===== src/rtl/fcs_share_pkg.sv =====
package fcs_share_pkg;
   typedef enum logic [1:0] {
      OWN_IDLE = 2'b00,
      OWN_TX   = 2'b01,
      OWN_RX   = 2'b10
   } own_e;
endpackage


===== src/rtl/fcs_crc_core.sv =====
module fcs_crc_core #(
   parameter int              DATA_W = 8,
   parameter int              CRC_W  = 32,
   parameter logic [CRC_W-1:0] POLY  = 32'hEDB88320
) (
   input  logic              clk,
   input  logic              rst_n,
   input  logic              restart,
   input  logic              step,
   input  logic [DATA_W-1:0] din,
   output logic [CRC_W-1:0]  crc_q,
   output logic [CRC_W-1:0]  crc_nx
);
   logic [CRC_W-1:0] stage [0:DATA_W];

   assign stage[0] = restart ? '1 : crc_q;

   // one shift stage per data bit, bit 0 first
   generate
      for (genvar b = 0; b < DATA_W; b++) begin : g_bit
         assign stage[b+1] = (stage[b][0] ^ din[b]) ? ((stage[b] >> 1) ^ POLY)
                                                    : (stage[b] >> 1);
      end
   endgenerate

   assign crc_nx = stage[DATA_W];

   always_ff @(posedge clk or negedge rst_n) begin
      if (!rst_n)    crc_q <= '1;
      else if (step) crc_q <= crc_nx;
   end
endmodule


===== src/rtl/fcs_tx_path.sv =====
module fcs_tx_path #(
   parameter int DATA_W    = 8,
   parameter int CRC_W     = 32,
   parameter int FCS_BYTES = 4
) (
   input  logic              clk,
   input  logic              rst_n,
   input  logic              in_valid,
   input  logic [DATA_W-1:0] in_data,
   input  logic              in_last,
   output logic              in_ready,
   input  logic              grant,
   input  logic              owned,
   input  logic [CRC_W-1:0]  crc_q,
   output logic              sof,
   output logic              step,
   output logic              release_eng,
   output logic              out_valid,
   output logic [DATA_W-1:0] out_data,
   output logic              out_last
);
   localparam int               CNT_W    = (FCS_BYTES > 1) ? $clog2(FCS_BYTES) : 1;
   localparam logic [CNT_W-1:0] FCS_LAST = CNT_W'(FCS_BYTES - 1);

   logic             first_q;
   logic             in_fcs;
   logic [CNT_W-1:0] fcs_idx;
   logic             accept;
   logic             serving;
   logic [DATA_W-1:0] fcs_byte;

   assign in_ready    = !in_fcs;
   assign accept      = in_valid && in_ready;
   assign sof         = accept && first_q;
   assign serving     = sof ? grant : owned;
   assign step        = accept && serving;
   assign release_eng = in_fcs && (fcs_idx == FCS_LAST);
   assign fcs_byte    = ~crc_q[fcs_idx*DATA_W +: DATA_W];

   always_ff @(posedge clk or negedge rst_n) begin
      if (!rst_n) begin
         first_q   <= 1'b1;
         in_fcs    <= 1'b0;
         fcs_idx   <= '0;
         out_valid <= 1'b0;
         out_data  <= '0;
         out_last  <= 1'b0;
      end else if (in_fcs) begin
         out_valid <= 1'b1;
         out_data  <= fcs_byte;
         out_last  <= (fcs_idx == FCS_LAST);
         if (fcs_idx == FCS_LAST) begin
            in_fcs  <= 1'b0;
            fcs_idx <= '0;
         end else begin
            fcs_idx <= fcs_idx + 1'b1;
         end
      end else if (accept) begin
         out_valid <= 1'b1;
         out_data  <= in_data;
         first_q   <= in_last;
         if (in_last && serving) begin
            in_fcs   <= 1'b1;
            out_last <= 1'b0;
         end else begin
            out_last <= in_last;
         end
      end else begin
         out_valid <= 1'b0;
         out_last  <= 1'b0;
      end
   end
endmodule


===== src/rtl/fcs_rx_path.sv =====
module fcs_rx_path #(
   parameter int               DATA_W   = 8,
   parameter int               CRC_W    = 32,
   parameter logic [CRC_W-1:0] RESIDUE  = 32'hDEBB20E3,
   parameter int               DA_BYTES = 6,
   parameter int               HASH_W   = 6,
   parameter int               FILT_W   = 64
) (
   input  logic              clk,
   input  logic              rst_n,
   input  logic              in_valid,
   input  logic [DATA_W-1:0] in_data,
   input  logic              in_last,
   input  logic              grant,
   input  logic              owned,
   input  logic [CRC_W-1:0]  crc_nx,
   input  logic [FILT_W-1:0] filter,
   output logic              sof,
   output logic              step,
   output logic              release_eng,
   output logic              done,
   output logic              chk,
   output logic              fcs_err,
   output logic              mc_hit
);
   localparam int              CW      = $clog2(DA_BYTES + 1);
   localparam logic [CW-1:0]   DA_LAST = CW'(DA_BYTES - 1);
   localparam logic [CW-1:0]   DA_FULL = CW'(DA_BYTES);

   logic              first_q;
   logic [CW-1:0]     cnt;
   logic              grp_q;
   logic              hit_q;
   logic              serving;
   logic              cur_grp;
   logic              da_end;
   logic              new_hit;
   logic [HASH_W-1:0] hash_idx;

   // index MSB taken from register bit 0
   generate
      for (genvar h = 0; h < HASH_W; h++) begin : g_hash
         assign hash_idx[HASH_W-1-h] = crc_nx[h];
      end
   endgenerate

   assign sof         = in_valid && first_q;
   assign serving     = sof ? grant : owned;
   assign step        = in_valid && serving;
   assign release_eng = in_valid && in_last && serving;
   assign cur_grp     = sof ? in_data[0] : grp_q;
   assign da_end      = in_valid && (cnt == DA_LAST);
   assign new_hit     = serving && cur_grp && filter[hash_idx];

   always_ff @(posedge clk or negedge rst_n) begin
      if (!rst_n) begin
         first_q <= 1'b1;
         cnt     <= '0;
         grp_q   <= 1'b0;
         hit_q   <= 1'b0;
         done    <= 1'b0;
         chk     <= 1'b0;
         fcs_err <= 1'b0;
         mc_hit  <= 1'b0;
      end else begin
         done <= 1'b0;
         if (in_valid) begin
            first_q <= in_last;
            if (sof) grp_q <= in_data[0];
            if (in_last)            cnt <= '0;
            else if (cnt != DA_FULL) cnt <= cnt + 1'b1;
            if (da_end) hit_q <= new_hit;
            if (in_last) begin
               done    <= 1'b1;
               chk     <= serving;
               fcs_err <= serving && (crc_nx != RESIDUE);
               mc_hit  <= da_end ? new_hit : ((cnt == DA_FULL) && hit_q);
            end
         end
      end
   end
endmodule


===== src/rtl/fcs_share_unit.sv =====
module fcs_share_unit
   import fcs_share_pkg::*;
#(
   parameter int               DATA_W    = 8,
   parameter int               CRC_W     = 32,
   parameter logic [CRC_W-1:0] POLY_REFL = 32'hEDB88320,
   parameter logic [CRC_W-1:0] RESIDUE   = 32'hDEBB20E3,
   parameter int               HASH_W    = 6,
   parameter int               DA_BYTES  = 6,
   localparam int              FILT_W    = 1 << HASH_W,
   localparam int              FCS_BYTES = CRC_W / DATA_W
) (
   input  logic              clk,
   input  logic              rst_n,
   input  logic              lpbk_en,
   input  logic              ext_lpbk,
   input  logic              tp_sel,
   input  logic              rx_alloc,
   input  logic [FILT_W-1:0] mc_filter,
   input  logic              tx_in_valid,
   input  logic [DATA_W-1:0] tx_in_data,
   input  logic              tx_in_last,
   output logic              tx_in_ready,
   output logic              tx_out_valid,
   output logic [DATA_W-1:0] tx_out_data,
   output logic              tx_out_last,
   input  logic              rx_valid,
   input  logic [DATA_W-1:0] rx_data,
   input  logic              rx_last,
   output logic              rx_done,
   output logic              rx_chk,
   output logic              rx_fcs_err,
   output logic              rx_mc_hit,
   output logic [1:0]        eng_owner,
   output logic              coll_en
);
   generate
      if (DATA_W < 1 || CRC_W % DATA_W != 0) begin : g_bad_width
         $error("CRC_W must be a whole number of DATA_W bytes");
      end
      if (HASH_W < 1 || HASH_W > CRC_W || HASH_W > 12) begin : g_bad_hash
         $error("HASH_W out of range");
      end
      if (DA_BYTES < 1) begin : g_bad_da
         $error("DA_BYTES must be at least 1");
      end
   endgenerate

   own_e              owner_q;
   logic              eng_free;
   logic              tx_grant, rx_grant;
   logic              tx_sof, tx_step, tx_rel;
   logic              rx_sof, rx_step, rx_rel;
   logic              crc_restart, crc_step;
   logic [DATA_W-1:0] crc_din;
   logic [CRC_W-1:0]  crc_q, crc_nx;

   assign eng_free = (owner_q == OWN_IDLE);
   assign tx_grant = eng_free && (lpbk_en ? !rx_alloc : 1'b1);
   assign rx_grant = eng_free && (lpbk_en ? rx_alloc : !tx_sof);

   assign crc_restart = (tx_sof && tx_grant) || (rx_sof && rx_grant);
   assign crc_step    = tx_step || rx_step;
   assign crc_din     = tx_step ? tx_in_data : rx_data;
   assign eng_owner   = owner_q;

   always_ff @(posedge clk or negedge rst_n) begin
      if (!rst_n) begin
         owner_q <= OWN_IDLE;
      end else begin
         unique case (owner_q)
            OWN_IDLE: begin
               if (tx_sof && tx_grant)                 owner_q <= OWN_TX;
               else if (rx_sof && rx_grant && !rx_rel) owner_q <= OWN_RX;
            end
            OWN_TX:   if (tx_rel) owner_q <= OWN_IDLE;
            OWN_RX:   if (rx_rel) owner_q <= OWN_IDLE;
            default:  owner_q <= OWN_IDLE;
         endcase
      end
   end

   always_ff @(posedge clk or negedge rst_n) begin
      if (!rst_n) coll_en <= 1'b1;
      else        coll_en <= !(lpbk_en && ext_lpbk && tp_sel);
   end

   fcs_crc_core #(.DATA_W(DATA_W), .CRC_W(CRC_W), .POLY(POLY_REFL)) u_core (
      .clk     (clk),
      .rst_n   (rst_n),
      .restart (crc_restart),
      .step    (crc_step),
      .din     (crc_din),
      .crc_q   (crc_q),
      .crc_nx  (crc_nx)
   );

   fcs_tx_path #(.DATA_W(DATA_W), .CRC_W(CRC_W), .FCS_BYTES(FCS_BYTES)) u_tx (
      .clk         (clk),
      .rst_n       (rst_n),
      .in_valid    (tx_in_valid),
      .in_data     (tx_in_data),
      .in_last     (tx_in_last),
      .in_ready    (tx_in_ready),
      .grant       (tx_grant),
      .owned       (owner_q == OWN_TX),
      .crc_q       (crc_q),
      .sof         (tx_sof),
      .step        (tx_step),
      .release_eng (tx_rel),
      .out_valid   (tx_out_valid),
      .out_data    (tx_out_data),
      .out_last    (tx_out_last)
   );

   fcs_rx_path #(.DATA_W(DATA_W), .CRC_W(CRC_W), .RESIDUE(RESIDUE),
                 .DA_BYTES(DA_BYTES), .HASH_W(HASH_W), .FILT_W(FILT_W)) u_rx (
      .clk         (clk),
      .rst_n       (rst_n),
      .in_valid    (rx_valid),
      .in_data     (rx_data),
      .in_last     (rx_last),
      .grant       (rx_grant),
      .owned       (owner_q == OWN_RX),
      .crc_nx      (crc_nx),
      .filter      (mc_filter),
      .sof         (rx_sof),
      .step        (rx_step),
      .release_eng (rx_rel),
      .done        (rx_done),
      .chk         (rx_chk),
      .fcs_err     (rx_fcs_err),
      .mc_hit      (rx_mc_hit)
   );
endmodule


===== config.mk =====
export PLATFORM = sky130hd
export DESIGN_NAME = fcs_share_unit
export DESIGN_NICKNAME = d
export VERILOG_FILES = /design/src/rtl/fcs_share_pkg.sv /design/src/rtl/fcs_crc_core.sv /design/src/rtl/fcs_tx_path.sv /design/src/rtl/fcs_rx_path.sv /design/src/rtl/fcs_share_unit.sv
export SDC_FILE = /design/constraint.sdc
export NUM_CORES = 1
export LEC_CHECK = 0
export BUFFER_PORTS_ARGS = -buffer_cell sky130_fd_sc_hd__buf_2
export CORE_MARGIN = 8
export CORE_UTILIZATION = 60
export DETAILED_ROUTE_END_ITERATION = 10
export PLACE_DENSITY = 0.89
export SLEW_MARGIN = 0
export SYNTH_ARGS = -nofsm -noshare
export SYNTH_HDL_FRONTEND = slang
export SYNTH_HIERARCHICAL = 1
export SYNTH_SLANG_ARGS = --single-unit

===== constraint.sdc =====
create_clock -name clk -period 6.4 [get_ports clk]
set_input_delay 0.64 -clock clk [delete_from_list [all_inputs] [get_ports clk]]
set_output_delay 0.64 -clock clk [all_outputs]
set_load 0.005 [all_outputs]

Word-level counts from Yosys, hierarchy flattened. Index checks and enable logic that the tools add are counted.

Input port bits: 90. Output and inout bits: 18. Flip-flop bits (word level): 59.

Equal/unequal tests: 10. Bitwise gates (word level): 18. Add/sub/neg operators: 2. Reductions and logical operators: 36. Multiplexer cells: 39. Magnitude comparators: 1. Shifts and indexed selects: 1.

Operators with widths (number): $mux W32 (9); $not A13 Y14 (8); $ne A32 B32 Y1 const B (1); $shiftx A32 B6 Y8 (1); $mux W8 (3); $logic_and A1 B1 Y1 (21); $mux W1 (18); $mux W2 (5); $not A8 Y8 (1); $reduce_and A2 Y1 (4); $xor A1 B1 Y1 (8); $lt A6 B7 Y1 const B (1); $bmux W1 S6 (1); $eq A3 B3 Y1 const B (2); $mux W3 (2); $pmux W2 S3 (1); $logic_not A1 Y1 (5); $eq A2 B2 Y1 const B (2); $ne A2 B2 Y1 const B (2); $reduce_bool A2 Y1 (2); $add A3 B1 Y3 const B (1); $ne A3 B1 Y1 const B (1); $ne A3 B3 Y1 const B (1); $reduce_and A3 Y1 (1); 5 further kinds (6).

Depth between registers and ports, before layout.
Depth after elaboration: 29. Mapped depth: 18.

By module. Netlist, hierarchy kept.

By module, submodules not included: fcs_crc_core (seq. area each 840.8 µm², cells an instance 218, times used 1, area each 2472.4 µm²); fcs_rx_path (seq. area each 251.5 µm², cells an instance 120, times used 1, area each 1198.6 µm²); fcs_tx_path (seq. area each 351.6 µm², cells an instance 78, times used 1, area each 889.6 µm²); fcs_share_unit (seq. area each 76.3 µm², cells an instance 28, times used 1, area each 271.5 µm²).

Least setup slack after synthesis. Ideal clock, no wire load.

Path kind: input -> register. From: in lpbk_en. To: reg u_rx.mc_hit. Slack: 2329 ps. Cell stages on the path: 16. Required time: 6258 ps. Data arrival time: 3929 ps. Buffers on the path: 3. Cells stage by stage: a211oi_1 -> mux2i_1 -> nor2_1 -> buf_2 -> mux2_2 -> buf_4 -> xor2_1 -> xnor2_1 -> xnor2_1 -> xnor2_1 -> buf_6 -> mux4_2 -> mux2i_1 -> nor2_1 -> o2111ai_2 -> a41oi_1.

Elaborated cells between the ends (all ways): 41.

RTL lines: start, declared (line fcs_share_unit.sv:15) `input logic lpbk_en,`; $mux W1 (*) (line fcs_share_unit.sv:59) `assign tx_grant = eng_free && (lpbk_en ? !rx_alloc : 1'b1);`; $logic_and A1 B1 Y1 (*) (line fcs_share_unit.sv:59); $mux W1 (*) (line fcs_tx_path.sv:35) `assign serving = sof ? grant : owned;`; $logic_and A1 B1 Y1 (*) (line fcs_tx_path.sv:36) `assign step = accept && serving;`; named net tx_step (line fcs_share_unit.sv:52) `logic tx_sof, tx_step, tx_rel;`; $mux W8 (*) (line fcs_share_unit.sv:64) `assign crc_din = tx_step ? tx_in_data : rx_data;`; named net crc_din[3] (line fcs_share_unit.sv:55) `logic [DATA_W-1:0] crc_din;`; $xor A1 B1 Y1 (*) (line fcs_crc_core.sv:21) `assign stage[b+1] = (stage[b][0] ^ din[b]) ? ((stage[b] >> 1) ^ POLY)`; (+2 left out); $mux W32 (*) (3 in series) (line fcs_crc_core.sv:21); $not A13 Y14 (no source line); $mux W32 (*) (line fcs_crc_core.sv:21); named net crc_nx[5] (line fcs_share_unit.sv:56) `logic [CRC_W-1:0] crc_q, crc_nx;`; $bmux W1 S6 (*) (line fcs_rx_path.sv:53) `assign new_hit = serving && cur_grp && filter[hash_idx];`; $mux W1 (implied by the code) (*) (line fcs_rx_path.sv:53); $logic_and A1 B1 Y1 (*) (line fcs_rx_path.sv:53); $mux W1 (*) (line fcs_rx_path.sv:77) `mc_hit <= da_end ? new_hit : ((cnt == DA_FULL) && hit_q);`; end signal, assigned (line fcs_rx_path.sv:77); end, declared (line fcs_rx_path.sv:24) `output logic mc_hit`.

Mark *: on every way through the listed nets, which the timed path passes. The rest lies on a longest branch. The select of a mux whose other input is x is not followed. A chain may end at the register's enable or synchronous reset.

Worst setup path in the final report.
From: reg u_tx.in_fcs. To: reg u_rx.mc_hit.

Longest elaborated chain between the ends: 24. Elaborated cells between the ends (all ways): 43.

Ends and longest elaborated chain: start, declared (line fcs_tx_path.sv:26) `logic in_fcs;`; start signal, assigned (line fcs_tx_path.sv:43) `in_fcs <= 1'b0;`; start signal, assigned (line fcs_tx_path.sv:53) `in_fcs <= 1'b0;`; start signal, assigned (line fcs_tx_path.sv:63) `in_fcs <= 1'b1;`; $logic_not A1 Y1 (*) (line fcs_tx_path.sv:32) `assign in_ready = !in_fcs;`; $logic_and A1 B1 Y1 (*) (line fcs_tx_path.sv:33) `assign accept = in_valid && in_ready;`; $logic_and A1 B1 Y1 (*) (line fcs_tx_path.sv:34) `assign sof = accept && first_q;`; named net tx_sof (line fcs_share_unit.sv:52); $logic_not A1 Y1 (line fcs_share_unit.sv:60) `assign rx_grant = eng_free && (lpbk_en ? rx_alloc : !tx_sof);`; $mux W1 (line fcs_share_unit.sv:60); $logic_and A1 B1 Y1 (line fcs_share_unit.sv:60); $logic_and A1 B1 Y1 (line fcs_share_unit.sv:62) `assign crc_restart = (tx_sof && tx_grant) || (rx_sof && rx_grant);`; (+1 left out); named net crc_restart (line fcs_share_unit.sv:54) `logic crc_restart, crc_step;`; (+5 left out); $mux W32 (*) (3 in series) (line fcs_crc_core.sv:21); $not A13 Y14 (no source line); $mux W32 (*) (3 in series) (line fcs_crc_core.sv:21); named net crc_nx[3] (line fcs_share_unit.sv:56); $bmux W1 S6 (*) (line fcs_rx_path.sv:53); $mux W1 (implied by the code) (*) (line fcs_rx_path.sv:53); $logic_and A1 B1 Y1 (*) (line fcs_rx_path.sv:53); $mux W1 (*) (line fcs_rx_path.sv:77).

Marks and branches as above.

==> flow_summary.yaml <==
die:
  coreArea_sq_um: 7770
  start_util_pct: 62.2
  dieArea_sq_um: 11200
  die_x_um: 106
  die_h_um: 106
  ios: 108
  num_rows: 32
timing:
  final_hold_viol_count: 0
  tightest_slew_ns: 1.03
  clock_skew_ns: 0.0139
  relSlewSlack_pct: 30.6
  period_needed_ns: 5.30
  fmaxAchievable_mhz: 189
  rsz0062_at_grt: "false"
  period_share_pct: 82.8
  finalSetupTns_ns: 0
  finalSetupViolCount: 0
  finalMaxSlewViolations: 0
drt:
  wire_per_inst_um: 19.9
  ant_nets: 0
  routed_wl_um: 12800
  vias: 3766
  drt-pass1-iter-count: 5
  drt_iter0_drc: 281
  drcViolationCount: 0
  routed_via_density: 5.86
grt:
  met1_usage_pct: 25.5
  track_usage_pct: 22.8
  grt_antenna_before_repair: 0
  grt_pass1_vias: 3969
  use_met3_pct: 7.00
  grt-busiest-layer: "met2"
  grtUsageMet2_pct: 39.4
  grt_first_pass_wirelength_um: 20500
  grt_overflow: 0
  grt_max_degree: 60
logic_synthesis:
  syn_inst: 444
  synth_edf_count: 0
  yosys_warnings: 6
  synth_top_area_share_pct: 19.0
  yosysTopAreaCell: "dfstp_2"
  synth.most_common_cell: "xnor2_1"
  synth_fp_nets: 538
  synth_seq_cells: 59
  synth_cell_types: 61
  synthFlopType: "dfstp_2"
  synth_area_leaders: "dfstp_2 (19%), mux2_2 (14%), dfrtp_1 (12%), xnor2_1 (11%), mux2i_1 (5.0%)"
  async_flop_share_pct: 100
  synthTopCellsByCount: "xnor2_1 (62), mux2_2 (58), nor2_1 (43)"
  synthesis.area_sq_um: 4830
  synth-seq-area-share_pct: 31.5
  avgSynthCellArea_sq_um: 10.9
setup_path:
  rr_worst_depth: 15
  cp-start-kind: "flop"
  worstPathRequired_ns: 6.62
  r2r-start: "u_tx/in_fcs"
  reg2reg_slack_ns: 1.10
  worst_ep_arrival_time_ns: 5.52
  worst-setup-path-type: "flop to flop"
  critPathCaptureType: "flop"
  r2r-end: "u_rx/mc_hit"
  cp_max_fo: 36
finish:
  fin_util_pct: 71.4
  drive_gt1_share_pct: 46.0
  diodes: 0
  n_fill_cell: 562
  syn_to_final_growth_pct: 14.8
  nets: 630
  fin_area_sq_um: 5550
clock_tree:
  clockRootBuffer: "clkbuf_8"
  clk_latency_ns: 0.35
  cts_buffer_depth: 2
  holdBufCountCts: 0
  cts_setup_buffers: 0
  htree_levels: 3
  clkTransAtPathRegs_ns: 0.08
  cts_tree: "yes"
  cts_resized: 0
  cts_buffers: 9
  cts_sinks: 59
place:
  io_buffers: 107
  placed_area_sq_um: 5320
  gp_congestion: 0.995
  place_hpwl_um: 9820
flow_run:
  drv_cap: 0
status:
  outcome: "complete, no violations"
hold_path:
  hp-class: "input pin to asynchronous set/reset pin"
==> stage by stage <==
step	std cells	setup slack [ns]	hold slack (ns)
2_1_floorplan	444	2.33	0.344
3_3_place_gp	627	1.29	0.456
3_5_place_dp	627	1.11	0.464
4_1_cts	643	1.26	0.449
5_1_grt	643	0.741	0.445
6_report	643	1.10	0.428
==> state kept, by name (all words and copies together) (netlist names) <==
signal and count:
u_rx/hit_q 1, u_rx/grp_q 1, u_core/crc_q 32, u_tx/first_q 1, u_tx/out_valid 1, u_tx/out_last 1, u_rx/cnt 3, eng_owner 2
u_tx/out_data 8, u_rx/done 1, coll_en 1, u_rx/fcs_err 1, u_tx/fcs_idx 2, u_rx/mc_hit 1, u_tx/in_fcs 1, u_rx/first_q 1
u_rx/chk 1
==> routing by layer <==
metal	vias to the layer above	wire length, um
met5	-	0
met4	0	389
met3	37	859
met2	146	6580
met1	1845	4970
li1	1738	-
==> worst max-delay path by stage <==
stage,start,end,depth (start not counted)
floorplan,lpbk_en,u_rx/mc_hit,16
global placement,lpbk_en,u_rx/mc_hit,13
detailed placement,lpbk_en,u_rx/mc_hit,13
CTS,u_tx/in_fcs,u_rx/mc_hit,15
global route,u_tx/in_fcs,u_rx/mc_hit,15
finish,u_tx/in_fcs,u_rx/mc_hit,15
==> layout make-up <==
cell class,count,area [sq um],area share [%]
clock inverter,6,88.8,1.60
inverter,12,45.0,0.812
timing repair buffer,111,566,10.2
sequential,59,1520,27.4
tap,102,128,2.30
multi-input combinational,343,3060,55.2
clock buffer,10,138,2.48
==> cell families (layout without fill, tap and decap cells) <==
group	after synthesis	count (layout)	synth area share [%]
and+or+nand+nor	98	98	10.2
xor gates and xnor gates	96	96	21.1
muxes	92	92	23.3
DFF	59	59	31.5
AOI/OAI and AO/OA	53	53	7.51
buffers and inverters	42	139	5.46
adders and majority gates	4	4	1.04
==> critical path: stages (launching register included) <==
cell       delay, ns
dfrtp_1         0.87
inv_1           0.20
and3_1          0.23
or2b_2          0.18
nand2_1         0.08
o41ai_2         0.24
buf_4           0.43
nor2_1          0.12
xnor2_1         0.61
xor2_1          0.18
xnor2_1         0.84
nand2_1         0.27
a211oi_1        0.36
o31ai_1         0.13
o2111ai_1       0.26
a41oi_1         0.14
==> placed cells by master (no fill, tap or decap), types with 6 or more instances in the layout <==
| master | count |
|---|---|
| mux4_1 | 6 |
| mux2_2 | 58 |
| nand2_1 | 16 |
| inv_1 | 12 |
| xnor2_2 | 8 |
| nor2_1 | 43 |
| a31oi_1 | 9 |
| mux2i_1 | 24 |
| o21ai_0 | 8 |
| xnor2_1 | 61 |
| o22ai_1 | 11 |
| dfrtp_1 | 24 |
| xor2_1 | 19 |
| dfstp_2 | 35 |
| clkbuf_8 | 10 |
| buf_2 | 107 |
Power is not shown: default switching activity piles up to over one toggle a cycle in this logic, so the estimate is an artifact.
